<file path="src/rtl/tmr_irq_pkg.sv">
package tmr_irq_pkg;

    localparam int unsigned WORD_W  = 32;
    localparam int unsigned DWORD_W = 2 * WORD_W;
    localparam int unsigned OFS_W   = 16;

    localparam logic [OFS_W-1:0] DEF_FLAG_OFS  = 16'h0000;
    localparam logic [OFS_W-1:0] DEF_ALARM_OFS = 16'h4000;
    localparam logic [OFS_W-1:0] DEF_COUNT_OFS = 16'hBFF8;

    // One-hot target plus half selects for 64-bit targets
    typedef struct packed {
        logic flag;
        logic alarm;
        logic count;
        logic lo;
        logic hi;
    } sel_t;

    // Aligns bus write data so both halves of a 64-bit register see the
    // correct lane: words replicate bits 31:0 to both halves.
    function automatic logic [DWORD_W-1:0] lane_data(
        input logic [DWORD_W-1:0] wdata,
        input logic               dword
    );
        return dword ? wdata : {wdata[WORD_W-1:0], wdata[WORD_W-1:0]};
    endfunction

    // Zero-extended selection of one half or the full value for reads.
    function automatic logic [DWORD_W-1:0] read_view(
        input logic [DWORD_W-1:0] val,
        input logic               lo,
        input logic               hi
    );
        logic [DWORD_W-1:0] r;
        r = '0;
        if (lo && hi)  r = val;
        else if (lo)   r[WORD_W-1:0] = val[WORD_W-1:0];
        else if (hi)   r[WORD_W-1:0] = val[DWORD_W-1:WORD_W];
        return r;
    endfunction

endpackage

</file>
<file path="src/rtl/tmr_irq_decode.sv">
module tmr_irq_decode
    import tmr_irq_pkg::*;
#(
    parameter int unsigned      AW        = OFS_W,
    parameter logic [AW-1:0]    FLAG_OFS  = DEF_FLAG_OFS,
    parameter logic [AW-1:0]    ALARM_OFS = DEF_ALARM_OFS,
    parameter logic [AW-1:0]    COUNT_OFS = DEF_COUNT_OFS
) (
    input  logic [AW-1:0] addr,
    input  logic          dword,
    output sel_t          sel
);
    localparam logic [AW-1:0] HALF_STEP = AW'(WORD_W / 8);

    always_comb begin
        sel = '0;
        if (addr == FLAG_OFS) begin
            sel.flag = 1'b1;
            sel.lo   = 1'b1;
        end
        if (dword) begin
            if (addr == ALARM_OFS) begin
                sel.alarm = 1'b1; sel.lo = 1'b1; sel.hi = 1'b1;
            end
            if (addr == COUNT_OFS) begin
                sel.count = 1'b1; sel.lo = 1'b1; sel.hi = 1'b1;
            end
        end else begin
            if (addr == ALARM_OFS) begin
                sel.alarm = 1'b1; sel.lo = 1'b1;
            end
            if (addr == ALARM_OFS + HALF_STEP) begin
                sel.alarm = 1'b1; sel.hi = 1'b1;
            end
            if (addr == COUNT_OFS) begin
                sel.count = 1'b1; sel.lo = 1'b1;
            end
            if (addr == COUNT_OFS + HALF_STEP) begin
                sel.count = 1'b1; sel.hi = 1'b1;
            end
        end
    end

endmodule

</file>
<file path="src/rtl/tmr_irq_split_reg.sv">
module tmr_irq_split_reg #(
    parameter int unsigned   W       = 64,
    parameter logic [W-1:0]  RST_VAL = '0,
    parameter bit            COUNTS  = 1'b0
) (
    input  logic         clk,
    input  logic         rst,
    input  logic         step,
    input  logic         wr_lo,
    input  logic         wr_hi,
    input  logic [W-1:0] wdata,
    output logic [W-1:0] q
);
    localparam int unsigned H = W / 2;

    logic [W-1:0] step_val;

    generate
        if (COUNTS) begin : g_count
            always_comb step_val = q + W'(1);
        end else begin : g_hold
            always_comb step_val = q;
        end
    endgenerate

    always_ff @(posedge clk) begin
        if (rst) begin
            q <= RST_VAL;
        end else if (wr_lo || wr_hi) begin
            if (wr_lo) q[H-1:0] <= wdata[H-1:0];
            if (wr_hi) q[W-1:H] <= wdata[W-1:H];
        end else if (step) begin
            q <= step_val;
        end
    end

endmodule

</file>
<file path="src/rtl/tmr_irq_rdport.sv">
module tmr_irq_rdport
    import tmr_irq_pkg::*;
(
    input  logic               clk,
    input  logic               rst,
    input  logic               rd_req,
    input  sel_t               sel,
    input  logic               flag,
    input  logic [DWORD_W-1:0] alarm,
    input  logic [DWORD_W-1:0] count,
    output logic               rsp_valid,
    output logic [DWORD_W-1:0] rsp_rdata
);
    logic [DWORD_W-1:0] rd_mux;

    always_comb begin
        rd_mux = '0;
        if (sel.flag)       rd_mux = {{(DWORD_W-1){1'b0}}, flag};
        else if (sel.alarm) rd_mux = read_view(alarm, sel.lo, sel.hi);
        else if (sel.count) rd_mux = read_view(count, sel.lo, sel.hi);
    end

    always_ff @(posedge clk) begin
        if (rst) begin
            rsp_valid <= 1'b0;
            rsp_rdata <= '0;
        end else begin
            rsp_valid <= rd_req;
            if (rd_req) rsp_rdata <= rd_mux;
        end
    end

endmodule

</file>
<file path="src/rtl/tmr_irq_unit.sv">
module tmr_irq_unit
    import tmr_irq_pkg::*;
#(
    parameter int unsigned       AW        = OFS_W,
    parameter logic [AW-1:0]     FLAG_OFS  = DEF_FLAG_OFS,
    parameter logic [AW-1:0]     ALARM_OFS = DEF_ALARM_OFS,
    parameter logic [AW-1:0]     COUNT_OFS = DEF_COUNT_OFS
) (
    input  logic               clk,
    input  logic               rst,
    input  logic               tick_en,
    input  logic               req_valid,
    input  logic               req_write,
    input  logic               req_dword,
    input  logic [AW-1:0]      req_addr,
    input  logic [DWORD_W-1:0] req_wdata,
    output logic               rsp_valid,
    output logic [DWORD_W-1:0] rsp_rdata,
    output logic [DWORD_W-1:0] time_value,
    output logic               timer_irq,
    output logic               soft_irq
);
    sel_t               sel;
    logic               wr_go;
    logic               rd_go;
    logic [DWORD_W-1:0] wlane;
    logic [DWORD_W-1:0] alarm_q;
    logic [DWORD_W-1:0] count_q;
    logic               flag_q;

    assign wr_go = req_valid &&  req_write;
    assign rd_go = req_valid && !req_write;
    assign wlane = lane_data(req_wdata, req_dword);

    tmr_irq_decode #(
        .AW(AW), .FLAG_OFS(FLAG_OFS), .ALARM_OFS(ALARM_OFS), .COUNT_OFS(COUNT_OFS)
    ) u_decode (
        .addr  (req_addr),
        .dword (req_dword),
        .sel   (sel)
    );

    tmr_irq_split_reg #(
        .W(DWORD_W), .RST_VAL({DWORD_W{1'b1}}), .COUNTS(1'b0)
    ) u_alarm (
        .clk   (clk),
        .rst   (rst),
        .step  (1'b0),
        .wr_lo (wr_go && sel.alarm && sel.lo),
        .wr_hi (wr_go && sel.alarm && sel.hi),
        .wdata (wlane),
        .q     (alarm_q)
    );

    tmr_irq_split_reg #(
        .W(DWORD_W), .RST_VAL('0), .COUNTS(1'b1)
    ) u_count (
        .clk   (clk),
        .rst   (rst),
        .step  (tick_en),
        .wr_lo (wr_go && sel.count && sel.lo),
        .wr_hi (wr_go && sel.count && sel.hi),
        .wdata (wlane),
        .q     (count_q)
    );

    always_ff @(posedge clk) begin
        if (rst)                   flag_q <= 1'b0;
        else if (wr_go && sel.flag) flag_q <= req_wdata[0];
    end

    tmr_irq_rdport u_rdport (
        .clk       (clk),
        .rst       (rst),
        .rd_req    (rd_go),
        .sel       (sel),
        .flag      (flag_q),
        .alarm     (alarm_q),
        .count     (count_q),
        .rsp_valid (rsp_valid),
        .rsp_rdata (rsp_rdata)
    );

    assign time_value = count_q;
    assign timer_irq  = (count_q >= alarm_q);
    assign soft_irq   = flag_q;

endmodule

</file>
<file path="config.mk">
export PLATFORM = sky130hd
export DESIGN_NAME = tmr_irq_unit
export DESIGN_NICKNAME = d
export VERILOG_FILES = /design/src/rtl/tmr_irq_pkg.sv /design/src/rtl/tmr_irq_decode.sv /design/src/rtl/tmr_irq_split_reg.sv /design/src/rtl/tmr_irq_rdport.sv /design/src/rtl/tmr_irq_unit.sv
export SDC_FILE = /design/constraint.sdc
export NUM_CORES = 1
export LEC_CHECK = 0
export ABC_AREA = 1
export CORE_MARGIN = 8
export CORE_UTILIZATION = 25
export CTS_CLUSTER_SIZE = 10
export DETAILED_ROUTE_END_ITERATION = 8
export PLACE_DENSITY = 0.48
export SLEW_MARGIN = 25
export SYNTH_ARGS = -nofsm -noshare
export SYNTH_HDL_FRONTEND = slang
export SYNTH_SLANG_ARGS = --single-unit
</file>
<file path="constraint.sdc">
create_clock -name clk -period 3.8 [get_ports clk]
set_clock_uncertainty 0.05 [all_clocks]
set_input_delay 0.76 -clock clk [delete_from_list [all_inputs] [get_ports clk]]
set_output_delay 0.76 -clock clk [all_outputs]
set_load 0.02 [all_outputs]
</file>
==> impl_metrics.env, run 1 <==
export IMPL_outcome="complete, no violations"
export IMPL_cts_buffer_depth=2
export IMPL_async_reset_ff_share_pct=0
export IMPL_numPortBuffers=216
export IMPL_first_pass_grt_wire_length_um=93700
export IMPL_syn_instance_count=2155
export IMPL_number_of_flops_mapped_to_enable_cells_by_yosys=0
export IMPL_via_count=14800
export IMPL_path_delay_family="simple AND/OR/NAND/NOR gates"
export IMPL_pin_count=217
export IMPL_synth_seq_cells=194
export IMPL_worstSetupEndpointType="output pin"
export IMPL_min_delay_path_class="reg -> reg"
export IMPL_worst_path_max_delay_cell="sky130_fd_sc_hd__dfxtp_1"
export IMPL_r2r_end="u_count.q[62]"
export IMPL_criticalPathCategory="reg -> out"
export IMPL_synth_top_area_share_pct=29.4
export IMPL_timing_final_crit_period_ns=3.67
export IMPL_fillers=5857
export IMPL_rr_startpoint="u_count.q[0]"
export IMPL_wl_per_cell_um=20.7
export IMPL_tritoncts="yes"
export IMPL_post_synth_cell_area_avg_um2=6.13
export IMPL_yosys_most_used_dff="sky130_fd_sc_hd__dfxtp_1"
export IMPL_path_max_fanout=8
export IMPL_clkLatencyLatePin_ns=0.51
export IMPL_core_area_um2=52400
export IMPL_mappedNetlistNets=2306
export IMPL_placedCellCount=3032
export IMPL_antenna_found_initial=1
export IMPL_maxSlewHeadroom_pct=32.0
export IMPL_route_antenna_remaining_nets=0
export IMPL_layout_drive_gt1_share_pct=7.03
export IMPL_hp_start="u_alarm.q[51]"
export IMPL_seq_area_um2=3890
export IMPL_synth_seq_area_share_pct=29.4
export IMPL_groute_usage_overall_pct=20.7
export IMPL_cap_violations=0
export IMPL_post_route_drc_count=0
export IMPL_yosys_top_cells_area="sky130_fd_sc_hd__dfxtp_1, sky130_fd_sc_hd__nand2_1, sky130_fd_sc_hd__nor2_1"
export IMPL_ff2ff_setup_slack_ns=1.04
export IMPL_ys_types=37
export IMPL_dieArea_um2=60400
export IMPL_critical_path_cell_chain="ha_1 -> a21oi_1 -> nand2_1 -> a21oi_1 -> nand2_1 -> nor2_1 -> nand3_1 -> dlygate4sd2_1"
export IMPL_floorplan_rows=84
export IMPL_worst_ep_arrival_time_ns=2.86
export IMPL_syn_cell_area_um2=13200
export IMPL_cts_sinks=194
export IMPL_place_detailed_hpwl_um=50600
export IMPL_power_static_leakage_nw=7.73
export IMPL_critPathBufInv=1
export IMPL_finish_cell_count_without_fillers=3064
export IMPL_cts_reportedPaths_clkPinSlew_ns=0.07
export IMPL_ctsHtreeMaxLevel=4
export IMPL_die_height_um=246
export IMPL_worst_hold_path_endpoint="u_alarm.q[51]"
export IMPL_final_min_period_over_clock_period_pct=96.5
export IMPL_initial_core_util_pct=25.2
export IMPL_die_w_um=246
export IMPL_whs_path_depth=2
export IMPL_vias_per_cell=4.82
export IMPL_detailedRoute_firstIterationViolations=1305
export IMPL_count_of_final_hold_check_violations=0
export IMPL_flow_area_growth_from_synthesis_pct=28.2
export IMPL_fin_max_slew_vios=0
export IMPL_finalSetupViolations=0
export IMPL_root_buf_cell="sky130_fd_sc_hd__clkbuf_16"
export IMPL_worstMarginPinSlew_ns=1.01
export IMPL_design_final_nets=2514
export IMPL_dr_pass1_iters=7
export IMPL_max_freq_mhz=273
export IMPL_fin_tns_setup_ns=0
export IMPL_multi_input_area_um2=8080
export IMPL_synth_largest_area_cell="sky130_fd_sc_hd__dfxtp_1"
export IMPL_element_type_at_the_critical_path_start="register"
export IMPL_route_final_wire_length_um=63500
export IMPL_reg2regPathDepth=11
export IMPL_numCtsBuffers=17
export IMPL_antennaDiodeCount=0
export IMPL_grt_pass1_vias=14200
export IMPL_required_ns=2.99
export IMPL_gr_total_overflow=0
export IMPL_setup_repair_after_global_routing_missed_its_margin="no"
export IMPL_critPathMaxStageDelay_ns=0.54
export IMPL_globalplace_congestion=0.942
export IMPL_synth_yosys_warnings=0
export IMPL_power_density_nw_per_um2=284
export IMPL_ir_worst_vdd_mv=0.378
export IMPL_grt_start_max_net_pins=74
==> how the worst max path moves through the flow <==
stage	start	end	slack, ns	cells past startpoint
3_3_place_gp	u_count.q[61]	timer_irq	0.38	10
3_5_place_dp	u_count.q[61]	timer_irq	0.38	10
5_1_grt	u_alarm.q[49]	timer_irq	0.01	11
2_1_floorplan	u_count.q[3]	timer_irq	1.36	10
4_1_cts	u_count.q[59]	timer_irq	0.13	8
6_report	u_count.q[59]	timer_irq	0.13	8
==> power by group <==
part	internal [W]	leakage [nW]	switching (W)	total (W)
Clock	0.00103	0.296	0.000949	0.00198
Sequential	0.00207	1.58	0.0000550	0.00212
Combinational	0.000266	5.86	0.000429	0.000695
==> state kept, by name, summed over array words and instances (netlist names) <==
signal and count:
u_rdport.rsp_valid 1, soft_irq 1, u_count.q 64, u_rdport.rsp_rdata 64, u_alarm.q 64
==> layout by cell type, fill, tap and decap left out, drive strengths merged <==
| cell type | instances |
|---|---|
| nand2 | 762 |
| nor2 | 258 |
| clkdlybuf4s50 | 213 |
| o21ai | 200 |
| dfxtp | 194 |
| inv | 192 |
| a21oi | 123 |
| nand3 | 117 |
| buf | 81 |
| ha | 65 |
| o211ai | 44 |
| nand4 | 44 |
| xnor2 | 20 |
| clkbuf | 20 |
| xor2 | 19 |
| nor3 | 7 |
| clkinv | 3 |
| and2 | 2 |
| or2 | 2 |
| bufinv | 2 |
| clkinvlp | 2 |
| a21o | 1 |
| o21a | 1 |
| o22ai | 1 |
| nor3b | 1 |
| nor2b | 1 |
| dlygate4sd2 | 1 |
==> cell usage after synthesis, types with 2 or more instances <==
cell type,number
sky130_fd_sc_hd__nor2_1,246
sky130_fd_sc_hd__clkbuf_1,48
sky130_fd_sc_hd__nor2_4,5
sky130_fd_sc_hd__xor2_1,19
sky130_fd_sc_hd__nand4_1,43
sky130_fd_sc_hd__buf_4,8
sky130_fd_sc_hd__o21ai_0,170
sky130_fd_sc_hd__buf_2,39
sky130_fd_sc_hd__nor2_2,7
sky130_fd_sc_hd__xnor2_1,20
sky130_fd_sc_hd__dfxtp_1,194
sky130_fd_sc_hd__nand2_1,747
sky130_fd_sc_hd__nand2_2,7
sky130_fd_sc_hd__a21oi_1,122
sky130_fd_sc_hd__nand2_4,8
sky130_fd_sc_hd__buf_6,9
sky130_fd_sc_hd__nand3_2,3
sky130_fd_sc_hd__o211ai_1,44
sky130_fd_sc_hd__inv_4,2
sky130_fd_sc_hd__nor3_1,4
sky130_fd_sc_hd__ha_1,65
sky130_fd_sc_hd__or2_2,2
sky130_fd_sc_hd__buf_1,2
sky130_fd_sc_hd__inv_2,8
sky130_fd_sc_hd__o21ai_1,29
sky130_fd_sc_hd__and2_1,2
sky130_fd_sc_hd__inv_1,177
sky130_fd_sc_hd__nor3_2,3
sky130_fd_sc_hd__nand3_1,114
==> cells by family after synthesis <==
| kind of cell | synth area share (%) |
|---|---|
| adder cells (fa/ha/maj) | 6.16 |
| AND/OR/NAND/NOR | 37.4 |
| buffers and inverters | 9.48 |
| AO/OA/AOI/OAI | 15.0 |
| XOR/XNOR | 2.59 |
| flip-flops | 29.4 |
==> per-stage QoR <==
stage	worst slack [ns]	total power [W]	utilization (%)	hold WS, ns	area [um^2]
final	0.132	0.00480	32.3	0.413	16900
after global routing	0.0145	0.00499	32.3	0.434	16900
after detailed placement	0.383	0.00286	31.1	0.394	16300
after global placement	0.383	0.00286	31.1	0.388	16300
after floorplan	1.36	0.00249	-	0.379	13200
after CTS	0.127	0.00485	32.3	0.414	16900
==> layout make-up <==
class	count	share of cell area [%]
clock buffers	20	2.76
inverters	187	4.18
clock inverters	12	0.850
flip-flops and latches	194	23.0
well taps	688	5.09
repair buffers	295	16.4
multi-input cells	1668	47.7
==> metal layers <==
metal / wire [um] / track usage (%)
met5: 13 / 0
met4: 1470 / 6.72
met3: 4400 / 5.06
met2: 27400 / 31.1
met1: 30200 / 28.7
==> timing repair <==
action | CTS | global route
buffers inserted | 0 | 0
hold buffers | 0 | 0
gates resized for setup | 3 | 1
endpoints found under the setup margin | 1 | 1
==> worst reg2reg max path: cells and delay by family (launching register included) <==
kind / cells / cell delay, ns
adder cells (fa/ha/maj): 1 / 0.33
AO/OA/AOI/OAI: 2 / 0.33
flip-flops: 1 / 0.35
buffers and inverters: 2 / 0.30
AND/OR/NAND/NOR: 6 / 1.28
Power figures use the tool's default switching activity.
==> run 2, diff against run 1 <==
--- a/config.mk
+++ b/config.mk
@@ -8,6 +8,7 @@
 export ABC_AREA = 1
 export CORE_MARGIN = 8
 export CORE_UTILIZATION = 25
+export CTS_BUF_LIST = sky130_fd_sc_hd__clkbuf_16
 export CTS_CLUSTER_SIZE = 10
 export DETAILED_ROUTE_END_ITERATION = 8
 export PLACE_DENSITY = 0.48
==> run 2 against run 1 <==
  * Largest cell class unchanged
  * Highest routed layer unchanged
  * Sequential power hardly changed
  * Count of clock-buffer cells in the layout is 3 lower
  * Largest power group unchanged
  * Global-route usage hardly changed
  * Clock power is 3% lower
  * Non-clock buffer count stayed put
  * Fmax is 0.17% higher
  * Combinational power hardly changed
  * Via count is 0.31% higher
  * Hold slack worse by 0.0044 ns
  * Critical path type unchanged
  * Critical endpoint unchanged
  * First-iteration DRC count is 9.0% lower
==> impl_metrics.env, run 2 (synthesis gave the netlist of run 1 again) <==
export IMPL_grt_start_max_net_pins=74
export IMPL_die_height_um=246
export IMPL_setup_repair_after_global_routing_missed_its_margin="no"
export IMPL_max_freq_mhz=273
export IMPL_antenna_found_initial=1
export IMPL_layout_drive_gt1_share_pct=6.90
export IMPL_p_total_w=0.00474
export IMPL_finish_utilization_pct=32.2
export IMPL_numCtsBuffers=17
export IMPL_design_final_nets=2514
export IMPL_worstSetupEndpointType="output pin"
export IMPL_timing_final_crit_period_ns=3.66
export IMPL_first_pass_grt_wire_length_um=93600
export IMPL_antennaDiodeCount=0
export IMPL_ir_worst_vdd_mv=0.378
export IMPL_tritoncts="yes"
export IMPL_fin_tns_setup_ns=0
export IMPL_gr_total_overflow=0
export IMPL_power_density_nw_per_um2=280
export IMPL_critPathMaxStageDelay_ns=0.55
export IMPL_grt_pass1_vias=14200
export IMPL_dieArea_um2=60400
export IMPL_critical_path_cell_chain="ha_1 -> a21oi_1 -> nand2_1 -> a21oi_1 -> nand2_1 -> nor2_1 -> nand3_1 -> dlygate4sd2_1"
export IMPL_place_detailed_hpwl_um=50600
export IMPL_worstMarginPinSlew_ns=1.01
export IMPL_ctsHtreeMaxLevel=4
export IMPL_via_count=14800
export IMPL_worst_ep_arrival_time_ns=2.85
export IMPL_route_final_wire_length_um=63300
export IMPL_route_antenna_remaining_nets=0
export IMPL_min_delay_path_class="reg -> reg"
export IMPL_finalSetupViolations=0
export IMPL_outcome="complete, no violations"
export IMPL_cts_sinks=194
export IMPL_top_regs="u_alarm.q x64, u_count.q x64, u_rdport.rsp_rdata x64"
export IMPL_most_common_layout_cells="sky130_fd_sc_hd__nand2_1, sky130_fd_sc_hd__nor2_1, sky130_fd_sc_hd__clkdlybuf4s50_1, sky130_fd_sc_hd__dfxtp_1, sky130_fd_sc_hd__inv_1"
export IMPL_final_min_period_over_clock_period_pct=96.3
export IMPL_die_w_um=246
export IMPL_maxSlewHeadroom_pct=31.7
export IMPL_cts_reportedPaths_clkPinSlew_ns=0.07
export IMPL_count_of_final_hold_check_violations=0
export IMPL_path_max_fanout=8
export IMPL_power_static_leakage_nw=7.71
export IMPL_detailedRoute_firstIterationViolations=1188
export IMPL_required_ns=2.99
export IMPL_clkLatencyLatePin_ns=0.51
export IMPL_post_route_drc_count=0
export IMPL_globalplace_congestion=0.942
export IMPL_dr_pass1_iters=5
export IMPL_element_type_at_the_critical_path_start="register"
export IMPL_cap_violations=0
export IMPL_vias_per_cell=4.83
export IMPL_groute_usage_overall_pct=20.7
export IMPL_cts_buffer_depth=2
export IMPL_floorplan_rows=84
export IMPL_worst_path_max_delay_cell="sky130_fd_sc_hd__dfxtp_1"
export IMPL_criticalPathCategory="reg -> out"
export IMPL_flow_area_growth_from_synthesis_pct=28.0
export IMPL_layout_cells_most_common="sky130_fd_sc_hd__nand2_1"
export IMPL_pin_count=217
export IMPL_initial_core_util_pct=25.2
export IMPL_numPortBuffers=216
export IMPL_core_area_um2=52400
export IMPL_cts_setup_buffers=0
export IMPL_wl_per_cell_um=20.7
export IMPL_fin_max_slew_vios=0
export IMPL_root_buf_cell="sky130_fd_sc_hd__clkbuf_16"
run 2: cell types whose count changed in the layout (fill, tap and decap cells not counted), sizes merged:
cell | previous run | this run
clkinv | 3 | 6
clkbuf | 20 | 17
run 2: timing repair:
item	4_1_cts	5_1_grt
cloned	0	0
setup endpoints to repair	1	1
hold buffers	0	0
resized for setup	3	1
run 2: layout make-up:
| type | count | area (um^2) |
|---|---|---|
| clock buffer | 17 | 425 |
| clock inverter | 15 | 155 |
| fill | 5863 | 35500 |
| inverter | 187 | 707 |
| multi-input combinational | 1668 | 8080 |
| sequential | 194 | 3890 |
| tap | 688 | 861 |
| timing repair buffer | 295 | 2780 |
run 2: final timing paths:
check             depth (start not counted)           from             to  slack [ns]
setup / recovery                          8  u_count.q[59]      timer_irq        0.14
hold / removal                            2  u_alarm.q[48]  u_alarm.q[48]        0.41
hold reg to reg                           2  u_alarm.q[48]  u_alarm.q[48]        0.41
setup reg to reg                         11   u_count.q[0]  u_count.q[62]        1.06
run 2: per-layer routing:
| layer | global-route usage (%) | part of all wire (%) |
|---|---|---|
| met5 | 0 | 0.021 |
| met4 | 6.72 | 2.4 |
| met3 | 5.06 | 7.3 |
| met1 | 28.7 | 47 |
| met2 | 31.1 | 43 |
run 2: worst max-delay path: cells and delay by family, from the launching register on:
family / cells / cell delay [ns]
adders and majority gates: 1 / 0.31
and+or+nand+nor: 4 / 0.76
buffers and inverters: 1 / 0.37
DFF: 1 / 0.55
AOI/OAI and AO/OA: 2 / 0.35
run 2: power by group:
part / switching [W] / total (W) / internal, W
combinational: 0.000429 / 0.000695 / 0.000266
sequential: 0.0000547 / 0.00212 / 0.00207
clock: 0.000946 / 0.00192 / 0.000974
total: 0.00143 / 0.00474 / 0.00331
run 2: stage by stage:
step / hold slack, ns / worst slack (ns) / area [um^2] / std cells
floorplan: 0.379 / 1.36 / 13200 / 2155
detailed placement: 0.394 / 0.383 / 16300 / 3032
global placement: 0.388 / 0.383 / 16300 / 3032
CTS: 0.414 / 0.127 / 16900 / 3064
global route: 0.434 / 0.0145 / 16900 / 3064
finish: 0.409 / 0.139 / 16900 / 3064
